[src/rtl/gray_bist_pkg.sv]
package gray_bist_pkg;

    // Sequencer flags shared by the controller and its checker
    typedef struct packed {
        logic armed;   // sweep in progress
        logic fin;     // last pattern reached
        logic fresh;   // a new pattern was just loaded
    } seq_flags_t;

    localparam seq_flags_t SEQ_IDLE = '{armed: 1'b0, fin: 1'b0, fresh: 1'b0};

endpackage

[src/rtl/gray_bit_cell.sv]
// One pattern bit with its own enable: it toggles only when enabled.
module gray_bit_cell (
    input  logic clk_i,
    input  logic rst_i,
    input  logic clr_i,
    input  logic en_i,
    output logic q_o
);
    logic bit_d, bit_q;

    always_comb begin
        bit_d = bit_q;
        if (clr_i)     bit_d = 1'b0;
        else if (en_i) bit_d = ~bit_q;
    end

    always_ff @(posedge clk_i) begin
        if (rst_i) bit_q <= 1'b0;
        else       bit_q <= bit_d;
    end

    assign q_o = bit_q;
endmodule

[src/rtl/gray_step_sel.sv]
// Chooses the single bit that the next Gray step flips, from the pattern alone.
module gray_step_sel #(
    parameter int WIDTH = 8
) (
    input  logic [WIDTH-1:0] pattern_i,
    output logic [WIDTH-1:0] sel_o
);
    logic             odd_par;
    logic [WIDTH-1:0] low_set;

    always_comb begin
        odd_par = ^pattern_i;
        low_set = pattern_i & (~pattern_i + {{(WIDTH-1){1'b0}}, 1'b1});
        if (!odd_par) sel_o = {{(WIDTH-1){1'b0}}, 1'b1};
        else          sel_o = low_set << 1;
    end
endmodule

[src/rtl/gray_seq_ctrl.sv]
// Step counter and sweep flags.
module gray_seq_ctrl
    import gray_bist_pkg::*;
#(
    parameter int WIDTH = 8
) (
    input  logic clk_i,
    input  logic rst_i,
    input  logic start_i,
    input  logic run_i,
    output logic step_o,
    output logic valid_o,
    output logic done_o
);
    localparam logic [WIDTH-1:0] PENULT = {{(WIDTH-1){1'b1}}, 1'b0};

    typedef struct packed {
        logic [WIDTH-1:0] count;
        seq_flags_t       flags;
    } ctrl_t;

    ctrl_t ctrl_d, ctrl_q;
    logic  step;

    always_comb begin
        step   = ctrl_q.flags.armed && run_i && !start_i;
        ctrl_d = ctrl_q;
        ctrl_d.flags.fresh = 1'b0;
        if (start_i) begin
            ctrl_d.count = '0;
            ctrl_d.flags = '{armed: 1'b1, fin: 1'b0, fresh: 1'b1};
        end else if (step) begin
            ctrl_d.count       = ctrl_q.count + 1'b1;
            ctrl_d.flags.fresh = 1'b1;
            if (ctrl_q.count == PENULT) begin
                ctrl_d.flags.armed = 1'b0;
                ctrl_d.flags.fin   = 1'b1;
            end
        end
    end

    always_ff @(posedge clk_i) begin
        if (rst_i) ctrl_q <= '{count: '0, flags: SEQ_IDLE};
        else       ctrl_q <= ctrl_d;
    end

    assign step_o  = step;
    assign valid_o = ctrl_q.flags.fresh;
    assign done_o  = ctrl_q.flags.fin;
endmodule

[src/rtl/gray_bist_tpg.sv]
// Exhaustive Gray-code pattern generator with per-bit enables.
module gray_bist_tpg #(
    parameter int WIDTH = 8
) (
    input  logic             clk_i,
    input  logic             rst_i,
    input  logic             start_i,
    input  logic             run_i,
    output logic [WIDTH-1:0] pattern_o,
    output logic             valid_o,
    output logic             done_o,
    output logic [WIDTH-1:0] bit_en_o
);
    logic             step;
    logic [WIDTH-1:0] sel;
    logic [WIDTH-1:0] pat;
    logic [WIDTH-1:0] en;

    gray_seq_ctrl #(.WIDTH(WIDTH)) u_ctrl (
        .clk_i   (clk_i),
        .rst_i   (rst_i),
        .start_i (start_i),
        .run_i   (run_i),
        .step_o  (step),
        .valid_o (valid_o),
        .done_o  (done_o)
    );

    gray_step_sel #(.WIDTH(WIDTH)) u_sel (
        .pattern_i (pat),
        .sel_o     (sel)
    );

    assign en = step ? sel : '0;

    for (genvar i = 0; i < WIDTH; i++) begin : g_bit
        gray_bit_cell u_cell (
            .clk_i (clk_i),
            .rst_i (rst_i),
            .clr_i (start_i),
            .en_i  (en[i]),
            .q_o   (pat[i])
        );
    end

    assign pattern_o = pat;
    assign bit_en_o  = en;
endmodule

[config.mk]
export PLATFORM = sky130hd
export DESIGN_NAME = gray_bist_tpg
export DESIGN_NICKNAME = d
export VERILOG_FILES = /design/src/rtl/gray_bist_pkg.sv /design/src/rtl/gray_bit_cell.sv /design/src/rtl/gray_step_sel.sv /design/src/rtl/gray_seq_ctrl.sv /design/src/rtl/gray_bist_tpg.sv
export SDC_FILE = /design/constraint.sdc
export NUM_CORES = 1
export LEC_CHECK = 0
export ABC_AREA = 1
export BUFFER_PORTS_ARGS = -buffer_cell sky130_fd_sc_hd__buf_2
export CAP_MARGIN = 10
export CORE_AREA = 8 8 61 63
export CTS_CLUSTER_SIZE = 12
export DETAILED_ROUTE_END_ITERATION = 7
export DIE_AREA = 0 0 69 71
export GPL_TIMING_DRIVEN = 0
export HOLD_SLACK_MARGIN = 0.08
export PLACE_DENSITY = 0.72
export REMOVE_ABC_BUFFERS = 1
export SLEW_MARGIN = 10
export SYNTH_ARGS = -nofsm -noshare
export SYNTH_HDL_FRONTEND = slang
export SYNTH_SLANG_ARGS = --single-unit
[constraint.sdc]
create_clock -name clk_i -period 2.15 [get_ports clk_i]
set_input_delay 0.43 -clock clk_i [delete_from_list [all_inputs] [get_ports clk_i]]
set_output_delay 0.43 -clock clk_i [all_outputs]
set_load 0.05 [all_outputs]
Word-level counts from Yosys, hierarchy flattened --
Index checks and enable logic that the tools add are counted.
Storage, ports and cells: bits in registers 19, latch bits 0, memory bits (writable) 0, bits in read-only memories 0, bits of input ports 4, word-level logic and storage cells 39, memories kept 0
Operators by class: add/sub/neg operators 2, multiply operators 0, div/mod/pow operators 0, $lt $le $gt $ge 0, eq/ne operators 1, shift operators 0, multiplexer cells 5, bitwise gates (word level) 10, reduce and logical (&&, ||, !) cells 9
Operators by type and width (count):
- 8-bit two-way mux | 2
- 8-bit by 1-bit adder with 8-bit output (second input constant) | 1
- 8-bit equality test (second input constant) | 1
- 1-bit inverter | 8
- 8-bit parity | 1
- 7-bit by 1-bit adder with 7-bit output (second input constant) | 1
- 7-bit AND | 1
- 7-bit inverter | 1
- 3-bit two-way mux | 2
- 2-bit AND reduction | 2
- 2-bit nonzero test | 2
- 1-bit logical AND | 2
- 2-bit two-way mux | 1
- 2-bit OR reduction | 1
- 1-bit zero test | 1

Logic depth before layout (Yosys ltp) --
Gate-level depths: netlist of the first run.
depth after elaboration 5, mapped depth 11, gate-level depth less buffers 11

Modules after synthesis --
From an unflattened synthesis of the first run, not the netlist that was laid out.
Unflattened totals: cell total of the unflattened synthesis 178, area total of the unflattened synthesis 1138.6 um^2
By module, submodules not included:
- gray_seq_ctrl | instances 1, cells each 75, area each 538.0 um^2, sequential area each 220.2 um^2
- gray_bit_cell | instances 8, cells each 6, area each 41.3 um^2, sequential area each 20.0 um^2
- gray_step_sel | instances 1, cells each 38, area each 205.2 um^2, sequential area each 0.0 um^2
- gray_bist_tpg | instances 1, cells each 17, area each 65.1 um^2, sequential area each 0.0 um^2

Worst setup path after synthesis of the first run --
No wires, ideal clock.
path type register to output, start register g_bit[0].u_cell.bit_q, end output bit_en_o[0], arrival time 1.478 ns, data required time 1.720 ns, setup slack 0.242 ns, cell stages (with the launch flop) 9, path through dfxtp_1 inv_1 ha_1 xor2_1 nand3_2 nand2_1 nand2_1 inv_1 buf_4
On the way: cells in the longest elaborated chain, start to end 3
Ends and longest elaborated chain:
- from (decl) | line gray_bit_cell.sv:9 | logic bit_d, bit_q;
- from (signal assigned) | line gray_bit_cell.sv:19 | else bit_q <= bit_d;
- 8-bit parity | line gray_step_sel.sv:12 | odd_par = ^pattern_i;
- 8-bit two-way mux | line gray_step_sel.sv:14 | if (!odd_par) sel_o = {{(WIDTH-1){1'b0}}, 1'b1};
- 8-bit two-way mux | line gray_bist_tpg.sv:34 | assign en = step ? sel : '0;
- to (decl) | line gray_bist_tpg.sv:12 | output logic [WIDTH-1:0] bit_en_o
Every way passes these cells.

Final worst setup path of the first run --
start register g_bit[3].u_cell.bit_q, end output bit_en_o[3]
On the way: cells in the longest elaborated chain, start to end 3
Ends and longest elaborated chain (line):
- from (decl) | gray_bit_cell.sv:9
- from (signal assigned) | gray_bit_cell.sv:19
- 8-bit parity | gray_step_sel.sv:12
- 8-bit two-way mux | gray_step_sel.sv:14
- 8-bit two-way mux | gray_bist_tpg.sv:34
Every way passes these cells.

==> results of run 1 <==
==> critical path, delay by kind of cell (launching register included) <==
family | cells | cell delay, ns
buffers and inverters | 5 | 0.49
flip-flops | 1 | 0.37
XOR/XNOR | 1 | 0.23
adder cells (fa/ha/maj) | 1 | 0.28
AND/OR/NAND/NOR | 2 | 0.16
==> logic make-up after synthesis <==
group,synth area share (%)
AND/OR/NAND/NOR,33.6
buffers and inverters,21.2
flip-flops,31.8
AO/OA/AOI/OAI,5.64
adder cells (fa/ha/maj),6.27
XOR/XNOR,1.46
==> layout by cell type, fill, tap and decap left out, drive strengths merged <==
master,n
nand3b,1
nand4,1
nand2,36
a21oi,6
clkbuf,3
inv,32
clkinv,1
nand3,17
nor3b,1
o21ai,6
ha,6
xor2,2
dfxtp,19
nor3,3
buf,32
o21bai,1
nor2,30
==> per-layer routing <==
metal  wire [um]  vias up  track usage (%)
met5           0        -                0
met4          76        0             6.38
met3         224       12             4.62
met2        1490       52             19.2
met1        1090      507             11.5
li1            -      568                -
==> worst max path at each step <==
stage,cells after the start,slack [ns],to
after floorplan,7,-0.28,bit_en_o[0]
after detailed placement,8,0.003,bit_en_o[0]
after CTS,8,-0.08,bit_en_o[4]
after global placement,8,0.03,bit_en_o[0]
after global routing,8,-0.24,bit_en_o[4]
final,9,-0.13,bit_en_o[3]
==> power breakdown <==
group	total (mW)	switching [mW]	internal, mW
Combinational	0.0478	0.0328	0.0150
Sequential	0.359	0.00286	0.356
Clock	0.193	0.124	0.0696
==> sequential cells by signal, summed over array words and instances (netlist names) <==
name	cells
g_bit.u_cell.q_o	8
u_ctrl.done_o	1
u_ctrl.valid_o	1
u_ctrl.ctrl_q	9
==> cell type report <==
cell class,instances,area share (%)
Multi-Input combinational cell,110,46.7
Sequential cell,19,24.7
Timing Repair Buffer,32,16.4
Inverter,32,7.83
Tap cell,33,2.64
Clock buffer,3,1.44
Clock inverter,1,0.320
==> cells in the mapped netlist (all sizes together) <==
master	n
a21oi	6
buf	16
clkbuf	1
dfxtp	19
ha	6
inv	32
nand2	35
nand3	16
nand3b	1
nand4	1
nor2	30
nor3	3
nor3b	1
o21ai	6
o21bai	1
xor2	2
==> repair_timing <==
action,in CTS,in global routing
resized for setup,39,22
setup buffers,7,4
hold endpoints to repair,0,0
pin swaps,8,3
endpoints found under the setup margin,8,8
gates cloned,2,0
hold buffers,0,0
==> stage by stage <==
stage / TNS [ns] / cells / instance area, um^2 / hold slack, ns
floorplan: -2.02 / 159 / 1060 / 0.445
global placement: 0 / 213 / 1210 / 0.436
detailed placement: 0 / 213 / 1210 / 0.438
CTS: -0.393 / 226 / 1450 / 0.273
global route: -1.40 / 230 / 1570 / 0.272
finish: -0.712 / 230 / 1570 / 0.290
==> impl_metrics.yaml, run 1 <==
synth:
  yosys_warnings: 0
  avgSynthCellArea_um2: 6.80
  ys_ff_latch: 19
  synthCells: 176
  synth_cell_type_count: 23
  ys_seq_area_share_pct: 31.8
  synthesis.area_um2: 1200
  synth_top_cell_area_share_pct: 31.8
  synth_largest_area_cell: "dfxtp_1"
  synth.area.top_cells: "dfxtp_1, buf_4, nand2_1"
cells_and_area:
  layout.nets: 208
  post-route-util_pct: 54.9
  synthToLayoutAreaGrowth_pct: 30.7
  multi_input_area_um2: 731
  fillerInstances: 280
  n_antenna_cell: 0
  area.sequential_um2: 387
  drive_gt1_share_pct: 38.6
timing:
  rsz0062_at_grt: "true"
  tightest_slew_ns: 0.887
  period_share_pct: 106
  max_slew_margin_pct: 40.6
  hold_violations: 0
  finalMaxSlewViolations: 0
  finalWorstSetupSlack_ns: -0.128
  skew_ns: 0.00984
  min_period_ns: 2.28
  setup_violations: 8
  fmax_mhz: 439
cts:
  root_buffer: "clkbuf_4"
  cts_tree: "built"
  htree_levels: 1
  clkLatencyLatePin_ns: 0.31
  clk_pin_slew_ns: 0.12
  cts_buffers: 3
  cts_num_sinks: 19
  cts_buffer_depth: 2
drt:
  ant_nets: 0
  first_iter_violations: 38
  vias_per_cell: 4.95
  routed_wl_um: 2880
  first_pass_iters: 4
  wl_per_cell_um: 12.5
  vias: 1139
  route.detailed.drc: 0
global_routing:
  grtUsageTotal_pct: 11.3
  grt_pass1_wl_um: 4660
  antenna_found_initial: 0
  grt_max_degree: 15
  gr-total-overflow: 0
  grt_pass1_vias: 1093
power_and_ir_drop:
  irDropWorstVdd_mv: 0.460
  power_leakage_nw: 0.710
  power_mw: 0.600
  powerDensity_nw_per_um2: 383
worst_setup_path:
  cp_data_arrival_time_ns: 1.85
  rrSetupSlack_ns: 0.49
  worstReg2RegStart: "g_bit[3].u_cell.q_o$_SDFFE_PP0P_"
  path_cells: "inv_2 -> ha_4 -> xor2_4 -> inv_2 -> nand2_4 -> buf_4 -> nand3_4 -> inv_2 -> buf_8"
  reg2reg_depth: 10
  timing.rr.end: "g_bit[2].u_cell.q_o$_SDFFE_PP0P_"
  crit_path_end_kind: "output port"
  slowest_stage: "dfxtp_2"
  path_class: "flip-flop to output port"
  required_ns: 1.72
  worstSetupStartpoint: "g_bit[3].u_cell.q_o$_SDFFE_PP0P_"
  crit_path_start_kind: "flip-flop"
  cpPeakStageDelay_ns: 0.37
  cp_max_fo: 5
  crit_path_frequent_cell: "inv_2"
run:
  cap_viol_max_count: 0
worst_hold_path:
  hold_depth: 2
  hp-start: "rst_i"
  whs_endpoint: "u_ctrl.valid_o$_SDFF_PP0_"
  hold_class: "input port to flip-flop"
floorplan:
  rows: 20
  io_pins: 22
  core_area_um2: 2850
  start_util_pct: 42.0
  die_y_um: 71
  fp.dieArea_um2: 4900
  die_x_um: 69
run_status:
  status: "complete, but fails checks"
  violations: "negative setup slack"
place:
  dp_hpwl_um: 1670
  portBuffers: 21
  preCtsSetupSlack_ns: 0.00273
  gp_congestion: 0.754
Note: power is estimated with default switching activity, not from simulation.
==> run 2: changes to the inputs <==
Settings changed: CORE_AREA 8 8 61 63 to 8 8 57 59, DIE_AREA 0 0 69 71 to 0 0 65 67, PLACE_DENSITY 0.72 to 0.74.
==> run 2 against run 1 <==
Power is 0.81% lower; routed wire length is 0.24% lower; sequential share of layout area is 0.29 points lower; clock power is 2% lower; design area is 1.2% higher; clock-buffer cell count stayed put; largest power group unchanged; largest cell class unchanged; die area is 11% lower; via count is 1.7% higher; first-iteration DRC count is 130% higher; the flow still finishes with violations (negative setup slack); global-route usage is 2.9 points higher; flip-flop and latch count stayed put; hold slack better by 0.0021 ns.
==> impl_metrics.yaml, run 2 (synthesized netlist as in run 1, its figures left out) <==
global_routing:
  grt_max_degree: 15
  grt_pass1_wl_um: 4870
  grtUsageTotal_pct: 14.2
  antenna_found_initial: 0
  gr-total-overflow: 0
  grt_pass1_vias: 1152
floorplan:
  io_pins: 22
  rows: 18
  core_area_um2: 2360
  die_x_um: 65
  start_util_pct: 50.6
  die_y_um: 67
  fp.dieArea_um2: 4360
timing:
  skew_ns: 0.00434
  period_share_pct: 105
  fmax_mhz: 445
  hold_violations: 0
  min_period_ns: 2.25
  tns_ns: -0.434
  finalWorstSetupSlack_ns: -0.0986
  rsz0062_at_grt: "true"
  holdWs_ns: 0.292
  finalMaxSlewViolations: 0
  tightest_slew_ns: 0.897
  max_slew_margin_pct: 40.0
  setup_violations: 7
drt:
  vias: 1158
  wl_per_cell_um: 12.2
  first_pass_iters: 4
  routed_wl_um: 2870
  vias_per_cell: 4.93
  first_iter_violations: 88
  ant_nets: 0
  route.detailed.drc: 0
cells_and_area:
  synthToLayoutAreaGrowth_pct: 32.3
  largest_reg_flops: 9
  n_antenna_cell: 0
  top_register: "u_ctrl.ctrl_q"
  final_cell_mix: "nand2_1, nor2_1, inv_1, buf_4, dfxtp_1"
  mostFrequentLayoutCell: "nand2_1"
  fillerInstances: 202
  layout.nets: 216
  drive_gt1_share_pct: 40.5
worst_hold_path:
  hold_class: "input port to flip-flop"
worst_setup_path:
  crit_path_end_kind: "output port"
  rrSetupSlack_ns: 0.20
  cp_max_fo: 6
  path_class: "flip-flop to output port"
  required_ns: 1.72
  cp_data_arrival_time_ns: 1.82
  crit_path_start_kind: "flip-flop"
run_status:
  status: "complete, but fails checks"
  violations: "negative setup slack"
cts:
  cts_buffer_depth: 2
  cts_num_sinks: 19
  cts_buffers: 3
  cts.hold.buffers_added: 0
  root_buffer: "clkbuf_4"
  htree_levels: 1
  cts_tree: "built"
  clkLatencyLatePin_ns: 0.30
  clk_pin_slew_ns: 0.12
place:
  portBuffers: 21
  gp_congestion: 0.821
  dp_hpwl_um: 1760
  preCtsSetupSlack_ns: 0.0271
run:
  cap_viol_max_count: 0
power_and_ir_drop:
  powerDensity_nw_per_um2: 376
  irDropWorstVdd_mv: 0.320
  power_leakage_nw: 0.738
run 2: metrics by stage:
stage	utilization, %	area (um^2)	power (mW)	instances
floorplan	-	1060	0.393	159
global placement	51.0	1210	0.405	210
detailed placement	51.0	1210	0.406	210
CTS	66.2	1570	0.603	234
global route	67.0	1580	0.623	235
finish	67.0	1580	0.595	235
run 2: cell type report:
| type | instances | area (um^2) | share of cell area (%) |
|---|---|---|---|
| Tap cell | 30 | 37.5 | 2.37 |
| Multi-Input combinational cell | 109 | 689 | 43.5 |
| Inverter | 32 | 123 | 7.74 |
| Clock buffer | 3 | 22.5 | 1.42 |
| Timing Repair Buffer | 41 | 320 | 20.2 |
| Clock inverter | 1 | 5.00 | 0.316 |
| Sequential cell | 19 | 387 | 24.4 |
run 2: path summary, 6_finish.rpt:
check	from	to	depth (start not counted)
setup / recovery	g_bit[3].u_cell.q_o$_SDFFE_PP0P_	bit_en_o[2]	9
hold / removal	rst_i	u_ctrl.valid_o$_SDFF_PP0_	2
setup reg to reg	g_bit[3].u_cell.q_o$_SDFFE_PP0P_	g_bit[4].u_cell.q_o$_SDFFE_PP0P_	13
hold reg to reg	u_ctrl.done_o$_SDFFE_PP0P_	u_ctrl.done_o$_SDFFE_PP0P_	2
run 2: worst max-delay path: stages (launching register included):
cell     delay [ns]
dfxtp_2        0.35
inv_2          0.07
ha_4           0.29
xor2_4         0.20
inv_2          0.07
nand2_4        0.10
buf_6          0.15
nand3_4        0.07
inv_2          0.06
buf_8          0.14
run 2: repair_timing:
item,4_1_cts,5_1_grt
pin swaps,7,3
gates resized for setup,49,6
gates cloned,1,0
buffers inserted,19,1
endpoints found under the setup margin,8,8
run 2: report_power, final:
part           switching, mW  total (mW)  internal, mW
clock network          0.120       0.189        0.0695
registers            0.00276       0.358         0.356
logic                 0.0322      0.0473        0.0151
run 2: routing by layer:
layer | wire length [um] | vias up | global-route usage [%]
li1 | - | 586 | -
met1 | 1150 | 528 | 14.5
met2 | 1420 | 34 | 24.3
met3 | 215 | 10 | 4.70
met4 | 88 | 0 | 9.54
met5 | 0 | - | 0
